--- src/rtl/rbt_pkg.sv ---
package rbt_pkg;
    localparam int DATA_W   = 32;
    localparam int WORD_W   = 16;
    localparam int TRIG_BIT = 17;
    localparam int UNL_BIT  = 16;
    localparam int STAT_BIT = 0;
    localparam int RUN_BIT  = 18;
    localparam int HEAD_WORDS = 5;

    localparam logic [WORD_W-1:0] W_DUMMY = 16'hFFFF;
    localparam logic [WORD_W-1:0] W_SYNC0 = 16'hAA99;
    localparam logic [WORD_W-1:0] W_SYNC1 = 16'h5566;
    localparam logic [WORD_W-1:0] W_CMDWR = 16'h30A1;
    localparam logic [WORD_W-1:0] W_REBOOT = 16'h000E;
    localparam logic [WORD_W-1:0] W_NOOP  = 16'h2000;

    typedef struct packed {
        logic armed;
        logic stat;
    } ctrl_state_t;

    function automatic logic [WORD_W-1:0] seq_word(input int unsigned idx);
        case (idx)
            0: return W_DUMMY;
            1: return W_SYNC0;
            2: return W_SYNC1;
            3: return W_CMDWR;
            4: return W_REBOOT;
            default: return W_NOOP;
        endcase
    endfunction
endpackage

--- src/rtl/rbt_ctrl_regs.sv ---
module rbt_ctrl_regs
    import rbt_pkg::*;
#(
    parameter int ADDR_W = 4,
    parameter logic [ADDR_W-1:0] CTRL_ADDR = '0
) (
    input  logic              clk,
    input  logic              rst_n,
    input  logic              wr_en,
    input  logic [ADDR_W-1:0] wr_addr,
    input  logic              wr_unl,
    input  logic              wr_trig,
    input  logic              wr_stat,
    input  logic              seq_running,
    output logic              start_o,
    output logic              armed_o,
    output logic              stat_req_o
);
    ctrl_state_t st_d, st_q;
    logic        hit;

    always_comb begin
        st_d    = st_q;
        st_d.stat = 1'b0;
        start_o = 1'b0;
        hit     = wr_en && (wr_addr == CTRL_ADDR);
        if (hit) begin
            // every write to the register re-evaluates arming
            st_d.armed = wr_unl;
            st_d.stat  = wr_stat;
            if (wr_trig && !wr_unl && st_q.armed && !seq_running) begin
                start_o = 1'b1;
            end
        end
    end

    always_ff @(posedge clk or negedge rst_n) begin
        if (!rst_n) st_q <= '0;
        else        st_q <= st_d;
    end

    assign armed_o    = st_q.armed;
    assign stat_req_o = st_q.stat;

    assert_disarm_after_start_R9: assert property (@(posedge clk) disable iff (!rst_n)
        start_o |=> !armed_o);
    assert_unlock_arms_R2: assert property (@(posedge clk) disable iff (!rst_n)
        (hit && wr_unl) |=> armed_o);
    assert_clear_disarms_R6: assert property (@(posedge clk) disable iff (!rst_n)
        (hit && !wr_unl) |=> !armed_o);
    assert_other_addr_keeps_R11: assert property (@(posedge clk) disable iff (!rst_n)
        (wr_en && wr_addr != CTRL_ADDR) |=> $stable(armed_o));
endmodule

--- src/rtl/rbt_cmd_seq.sv ---
module rbt_cmd_seq
    import rbt_pkg::*;
#(
    parameter int NOOP_WORDS = 2
) (
    input  logic              clk,
    input  logic              rst_n,
    input  logic              start_i,
    input  logic              port_busy_i,
    output logic [WORD_W-1:0] word_o,
    output logic              valid_o,
    output logic              running_o
);
    localparam int SEQ_LEN = HEAD_WORDS + NOOP_WORDS;
    localparam int IDX_W   = $clog2(SEQ_LEN);
    localparam logic [IDX_W-1:0] LAST_IDX = IDX_W'(SEQ_LEN - 1);

    typedef struct packed {
        logic             run;
        logic [IDX_W-1:0] idx;
    } seq_state_t;

    seq_state_t st_d, st_q;

    always_comb begin
        st_d = st_q;
        if (!st_q.run) begin
            if (start_i) begin
                st_d.run = 1'b1;
                st_d.idx = '0;
            end
        end else if (!port_busy_i) begin
            if (st_q.idx == LAST_IDX) begin
                st_d.run = 1'b0;
                st_d.idx = '0;
            end else begin
                st_d.idx = st_q.idx + 1'b1;
            end
        end
    end

    always_ff @(posedge clk or negedge rst_n) begin
        if (!rst_n) st_q <= '0;
        else        st_q <= st_d;
    end

    assign valid_o   = st_q.run;
    assign running_o = st_q.run;
    assign word_o    = st_q.run ? seq_word(32'(st_q.idx)) : '0;

    assert_hold_on_busy_R8: assert property (@(posedge clk) disable iff (!rst_n)
        (valid_o && port_busy_i) |=> (valid_o && $stable(word_o)));
    assert_idx_range_R7: assert property (@(posedge clk) disable iff (!rst_n)
        st_q.run |-> (st_q.idx <= LAST_IDX));
    assert_no_restart_R9: assert property (@(posedge clk) disable iff (!rst_n)
        (valid_o && port_busy_i && start_i) |=> $stable(st_q.idx));
endmodule

--- src/rtl/rbt_readback.sv ---
module rbt_readback
    import rbt_pkg::*;
#(
    parameter int ADDR_W = 4,
    parameter logic [ADDR_W-1:0] CTRL_ADDR = '0
) (
    input  logic [ADDR_W-1:0] rd_addr,
    input  logic              armed_i,
    input  logic              running_i,
    output logic [DATA_W-1:0] rd_data
);
    always_comb begin
        rd_data = '0;
        if (rd_addr == CTRL_ADDR) begin
            rd_data[UNL_BIT] = armed_i;
            rd_data[RUN_BIT] = running_i;
        end
    end
endmodule

--- src/rtl/reboot_trigger.sv ---
module reboot_trigger
    import rbt_pkg::*;
#(
    parameter int ADDR_W = 4,
    parameter logic [ADDR_W-1:0] CTRL_ADDR = '0,
    parameter int NOOP_WORDS = 2
) (
    input  logic              clk,
    input  logic              rst_n,
    input  logic              wr_en,
    input  logic [ADDR_W-1:0] wr_addr,
    input  logic [31:0]       wr_data,
    input  logic [ADDR_W-1:0] rd_addr,
    output logic [31:0]       rd_data,
    output logic [15:0]       cfg_word,
    output logic              cfg_valid,
    input  logic              cfg_busy,
    output logic              status_req
);
    logic start, armed, running;
    logic unused_wr_bits;

    assign unused_wr_bits = ^{wr_data[31:18], wr_data[15:1]};

    rbt_ctrl_regs #(.ADDR_W(ADDR_W), .CTRL_ADDR(CTRL_ADDR)) u_regs (
        .clk(clk), .rst_n(rst_n), .wr_en(wr_en), .wr_addr(wr_addr),
        .wr_unl(wr_data[UNL_BIT]), .wr_trig(wr_data[TRIG_BIT]),
        .wr_stat(wr_data[STAT_BIT]), .seq_running(running),
        .start_o(start), .armed_o(armed), .stat_req_o(status_req)
    );

    rbt_cmd_seq #(.NOOP_WORDS(NOOP_WORDS)) u_seq (
        .clk(clk), .rst_n(rst_n), .start_i(start), .port_busy_i(cfg_busy),
        .word_o(cfg_word), .valid_o(cfg_valid), .running_o(running)
    );

    rbt_readback #(.ADDR_W(ADDR_W), .CTRL_ADDR(CTRL_ADDR)) u_rb (
        .rd_addr(rd_addr), .armed_i(armed), .running_i(running), .rd_data(rd_data)
    );

    assert_start_needs_arm_R4: assert property (@(posedge clk) disable iff (!rst_n)
        $rose(cfg_valid) |-> $past(armed));
    assert_first_word_R3: assert property (@(posedge clk) disable iff (!rst_n)
        $rose(cfg_valid) |-> (cfg_word == W_DUMMY));
    assert_no_combined_fire_R5: assert property (@(posedge clk) disable iff (!rst_n)
        $rose(cfg_valid) |-> $past(wr_en && wr_addr == CTRL_ADDR
                                   && wr_data[TRIG_BIT] && !wr_data[UNL_BIT]));
    assert_status_origin_R10: assert property (@(posedge clk) disable iff (!rst_n)
        status_req |-> $past(wr_en && wr_addr == CTRL_ADDR && wr_data[STAT_BIT]));
endmodule

--- config.mk ---
export PLATFORM = sky130hd
export DESIGN_NAME = reboot_trigger
export DESIGN_NICKNAME = d
export VERILOG_FILES = /design/src/rtl/rbt_pkg.sv /design/src/rtl/rbt_ctrl_regs.sv /design/src/rtl/rbt_cmd_seq.sv /design/src/rtl/rbt_readback.sv /design/src/rtl/reboot_trigger.sv
export SDC_FILE = /design/constraint.sdc
export NUM_CORES = 1
export LEC_CHECK = 0
export BUFFER_PORTS_ARGS = -buffer_cell sky130_fd_sc_hd__buf_2
export CORE_AREA = 10 10 66 57
export CTS_CLUSTER_SIZE = 28
export DETAILED_ROUTE_END_ITERATION = 16
export DIE_AREA = 0 0 76 67
export GPL_ROUTABILITY_DRIVEN = 0
export GPL_TIMING_DRIVEN = 0
export PLACE_DENSITY = 0.88
export SLEW_MARGIN = 25
export SYNTH_ARGS = -nofsm -noshare
export SYNTH_HDL_FRONTEND = slang
export SYNTH_SLANG_ARGS = --single-unit
--- constraint.sdc ---
create_clock -name clk -period 1.43 [get_ports clk]
set_input_delay 0 -clock clk [delete_from_list [all_inputs] [get_ports clk]]
set_output_delay 0 -clock clk [all_outputs]
set_load 0.005 [all_outputs]
; ---- Yosys cells after proc, flatten, opt, wreduce, memory -nomap -nowiden
; Cells that the tools add are included.
[op_classes]
n_reduce_logical = 11
add_sub_neg = 1
n_eq_ne = 6
n_mux = 12
[op_table]
columns = op, n
row1 = 16-bit case mux with 5 select lines, 1
row2 = 16-bit 2-to-1 mux, 1
row3 = 4-bit 2-to-1 mux, 3
row4 = 4-bit logical NOT, 2
row5 = 3-bit by 2-bit equality test with 1-bit output (second input constant), 2
row6 = 3-bit equality test (second input constant), 2
row7 = 1-bit 2-to-1 mux, 6
row8 = 1-bit logical AND, 4
row9 = 3-bit by 1-bit adder with 3-bit output (second input constant), 1
row10 = 3-bit by 1-bit equality test with 1-bit output (second input constant), 1
row11 = 3-bit logical NOT, 1
row12 = 3-bit 2-to-1 mux, 1
row13 = 1-bit logical NOT, 2
row14 = 2-bit inequality test (second input constant), 1
row15 = 2-bit AND reduction, 1
row16 = 2-bit nonzero test, 1
[word_totals]
register_bits = 6
in_bits = 44

; ---- Longest topological paths before layout
[depth]
depth_word = 8
depth_mapped = 7
mapped_depth_nobuf = 5

; ---- By module
; A second synthesis with hierarchy kept.
[hier_totals]
cells_unflattened = 90
hier_area_um2 = 725.7
[modules_own_cells]
columns = mod, cells_per_inst, area_each_um2, n_inst, seq_area_each_um2
row1 = rbt_cmd_seq, 48, 367.9, 1, 100.1
row2 = rbt_readback, 34, 254.0, 1, 0.0
row3 = rbt_ctrl_regs, 8, 103.8, 1, 50.0

; ---- Least setup slack after synthesis
; OpenSTA, ideal clock, no wires.
[synth_timing]
kind = register to output
startpoint = register u_seq.st_q[0] in the netlist's numbering
endpoint = output port cfg_word[7]
path_slack_ns = 0.086
path_stages_with_launch = 7
t_required_ns = 1.430
arrival_ns = 1.344
path_buffers = 2
path_cell_list = dfrtp_1 > buf_2 > and2_1 > ha_1 > nor2b_1 > o21a_1 > buf_4
[synth_via]
elab_chain_len = 3
[synth_rtl]
columns = element, line_no
row1 = from (decl), rbt_cmd_seq.sv:23  ; seq_state_t st_d, st_q;
row2 = from (signal assigned), rbt_cmd_seq.sv:44  ; else st_q <= st_d;
row3 = 3-bit equality test (tied with other cells), rbt_pkg.sv:23  ; case (idx)
row4 = 16-bit case mux with 5 select lines *, rbt_pkg.sv:23
row5 = 16-bit 2-to-1 mux *, rbt_cmd_seq.sv:49  ; assign word_o = st_q.run ? seq_word(32'(st_q.idx)) : '0;
row6 = to (decl), reboot_trigger.sv:15  ; output logic [15:0] cfg_word,
; Every way passes the cells marked *; elsewhere a longest branch is shown, timed or not.

; ---- Final worst setup path
; Ends and elaborated chain as after synthesis.

==> impl_results.rst <==
.. list-table::
   :header-rows: 1

   * - Metric
     - Value
   * - Total Nets Final
     - 215
   * - Post-route minimum period
     - 1.62 ns
   * - Average via count per standard cell
     - 3.57
   * - HPWL reported at the end of detailed placement
     - 1810 µm
   * - Chip Width
     - 76 µm
   * - Fraction of registers with async set or reset after synthesis
     - 100%
   * - Final-layout setup total negative slack
     - -0.719 ns
   * - Leakage
     - 0.748 nW
   * - Comb power frac
     - 60.0%
   * - DRT Pass-1 Iters
     - 4
   * - Die Footprint
     - 0.00509 mm²
   * - Number of cells on the worst hold path
     - 3
   * - CTS sink count
     - 6
   * - Port bufs
     - 34
   * - Leading register cell type out of synthesis
     - dfrtp_1
   * - Net switching power
     - 0.000375 W
   * - Clk_lat worst skew
     - 0.24 ns
   * - Largest net degree at the start of global routing
     - 11
   * - Total of fill cells in the finished design
     - 224
   * - Max-slew violation count
     - 0
   * - Clock root buffer
     - clkbuf_4
   * - Crit path DAT
     - 1.62 ns
   * - Max-cap violations
     - 0
   * - Highest fanout seen on the critical path
     - 4
   * - Max Root-Sink Buffers
     - 2
   * - Routed Wire Length
     - 2180 µm
   * - Ranking of synthesized cells by area
     - buf_4, dfrtp_1, nand2b_1
   * - RSZ-0062 raised after global routing
     - yes
   * - Yosys warning count
     - 0
   * - Type of the setup path with the least slack
     - reg2out
   * - Wire length of the first global-routing pass
     - 3310 µm
   * - Post-synthesis instance total
     - 94
   * - Post-synthesis cell area
     - 753 µm²
   * - Required time of the critical path
     - 1.43 ns
   * - Remaining global-route overflow
     - 0
   * - Worst slack, placed
     - -0.120 ns
   * - Starting DRC count in detailed routing
     - 11
   * - Critical path endpoint category
     - output port
   * - Clock power frac
     - 14.6%
   * - Crit-path most repeated cell
     - buf_6
   * - Most used standard cells in the synthesized netlist
     - buf_4, nand2b_1, dfrtp_1, a21oi_1, nor2_1
   * - Worst hold-check path type
     - in2reg
   * - Syn Area/Cell
     - 8.01 µm²
   * - Cell Int Power
     - 0.000685 W
   * - Top-Level Pins
     - 94
   * - Combined global-route utilization of all metal layers
     - 7.69%
   * - Max Fclk
     - 616 MHz
   * - Result of the run
     - complete, but fails checks
   * - Failing checks
     - negative setup slack
   * - Cell type with the highest aggregate area in the netlist
     - buf_4
   * - Type of origin of the critical path
     - flip-flop
   * - Placement Rows
     - 16
   * - Initial antenna violation count
     - 0
   * - Switching Share
     - 35.3%
   * - Area overhead of the layout relative to synthesis
     - 67.8%
   * - H-tree levels
     - 1
   * - Area inside the core boundary
     - 0.00242 mm²
   * - Share of cells above drive strength 1
     - 59.5%
   * - Number of routed nets with antenna violations
     - 0
   * - DRC Markers
     - 0
   * - Wirelength per Cell
     - 10.7 µm
   * - Vias in the first global route
     - 715
   * - Via count
     - 728
   * - Post-synthesis cell type count
     - 25
   * - Flop and latch count out of synthesis
     - 6
   * - Final Hold Fails
     - 0
   * - Portion of synthesized cell area occupied by the leading cell type
     - 38.9%
   * - Ant diodes
     - 0
   * - Final cycle utilization of the critical path
     - 114%
   * - Clock tree from TritonCTS
     - built
   * - Depth of the most critical reg-to-reg path
     - 4
   * - Critical Path Slowest Stage Cell
     - dfrtp_1
   * - Worst-case clock skew
     - 0.000618 ns
   * - Clock edge transition at the registers on the reported setup and hold paths
     - 0.04 ns
   * - Final setup violation count
     - 5
   * - Number of enable flip-flop cells after synthesis
     - 0
   * - Final hold slack
     - 0.0314 ns
   * - Starting density of the core
     - 31.1%
   * - Part of the power in registers
     - 25.3%
   * - Ratio of total power to cell area
     - 839 mW/mm²
   * - Height of the die
     - 67 µm
   * - Sequential area share after synthesis
     - 19.9%
   * - Final setup slack of the worst path
     - -0.194 ns
   * - CTS buffer count
     - 3
   * - Cell-by-cell listing of the critical path
     - buf_6 > and2_4 > ha_4 > nor2b_4 > o21a_1 > buf_4 > buf_6
   * - Cell with the most instances after synthesis
     - buf_4
   * - Max stage delay on crit path
     - 0.38 ns
   * - IR drop worst, VDD
     - 266 µV
-- final timing paths --
| kind | start | end | slack (ns) |
|---|---|---|---|
| worst max-delay path | u_seq.st_q[0]$_DFFE_PN0P_ | cfg_word[7] | -0.19 |
| worst min-delay path | cfg_busy | u_seq.running_o$_DFF_PN0_ | 0.03 |
| worst max register to register | u_seq.st_q[0]$_DFFE_PN0P_ | u_seq.st_q[2]$_DFFE_PN0P_ | 0.20 |
| worst min register to register | u_regs.armed_o$_DFFE_PN0P_ | u_regs.armed_o$_DFFE_PN0P_ | 0.54 |
| max in group asynchronous | rst_n | u_seq.st_q[1]$_DFFE_PN0P_ | 1.18 |
| min in group asynchronous | rst_n | u_regs.armed_o$_DFFE_PN0P_ | 0.11 |
-- worst max-delay path, delay by kind of cell (launching register included) --
family	cells	cell delay, ns
adders and majority gates	1	0.17
DFF	1	0.38
AOI/OAI and AO/OA	1	0.20
and+or+nand+nor	2	0.27
buffers and inverters	3	0.35
-- flip-flops by register name (all words and copies together), names as in the netlist --
signal and cells:
u_regs.stat_req_o 1, u_seq.running_o 1, u_regs.armed_o 1, u_seq.st_q 3
-- power groups by stage --
stage,clock network [W],logic (W),registers (W)
final,0.000155,0.000636,0.000269
after global routing,0.000156,0.000701,0.000280
after CTS,0.000157,0.000581,0.000262
after detailed placement,0,0.000494,0.000230
after global placement,0,0.000478,0.000229
after floorplan,0,0.000353,0.000224
-- kinds of logic after synthesis --
| kind of cell | share of synthesized area (%) |
|---|---|
| adder cells (fa/ha/maj) | 1.66 |
| other | 0.498 |
| AO/OA/AOI/OAI | 10.5 |
| AND/OR/NAND/NOR | 23.4 |
| multiplexers | 1.49 |
| flip-flops | 19.9 |
| buffers and inverters | 42.5 |
-- layout make-up --
class	instances	area, µm²	area share [%]
well taps	36	45.0	3.56
plain buffers	42	324	25.6
repair buffers	43	262	20.7
multi-input cells	72	452	35.7
inverters	2	7.51	0.594
flip-flops and latches	6	151	12.0
clock buffers	3	22.5	1.78
-- placed cells by master (no fill, tap or decap), drive strengths merged, types with 2 or more instances in the layout --
cell / instances
inv: 2
nand2b: 7
nor2: 6
nor3b: 2
dlygate4sd3: 3
clkbuf: 3
a21oi: 5
nand2: 3
conb: 30
nor3: 2
o21a: 3
and2: 4
dfrtp: 6
buf: 82
-- metal layers --
layer	routed length, µm	global-route usage [%]	vias up
li1	-	-	385
met5	0	0	-
met3	168	2.68	2
met2	1250	15.1	25
met1	749	7.11	316
met4	17	3.54	0
-- what timing repair did --
item / in CTS / in global routing
resized for setup: 12 / 12
endpoints found under the hold margin: 8 / 0
pin swaps: 4 / 5
gates cloned: 0 / 0
setup endpoints to repair: 5 / 13
buffers inserted: 4 / 3
hold buffers: 3 / 0
-- per-stage QoR --
step | area, µm² | cells | total power [W] | util (%)
after global routing | 1260 | 204 | 0.00114 | 52.2
after floorplan | 862 | 123 | 0.000577 | -
after detailed placement | 1080 | 193 | 0.000723 | 44.5
after global placement | 1080 | 193 | 0.000707 | 44.5
final | 1260 | 204 | 0.00106 | 52.2
after CTS | 1200 | 202 | 0.00100 | 49.7
No activity file was read; power rests on OpenSTA's default activity.
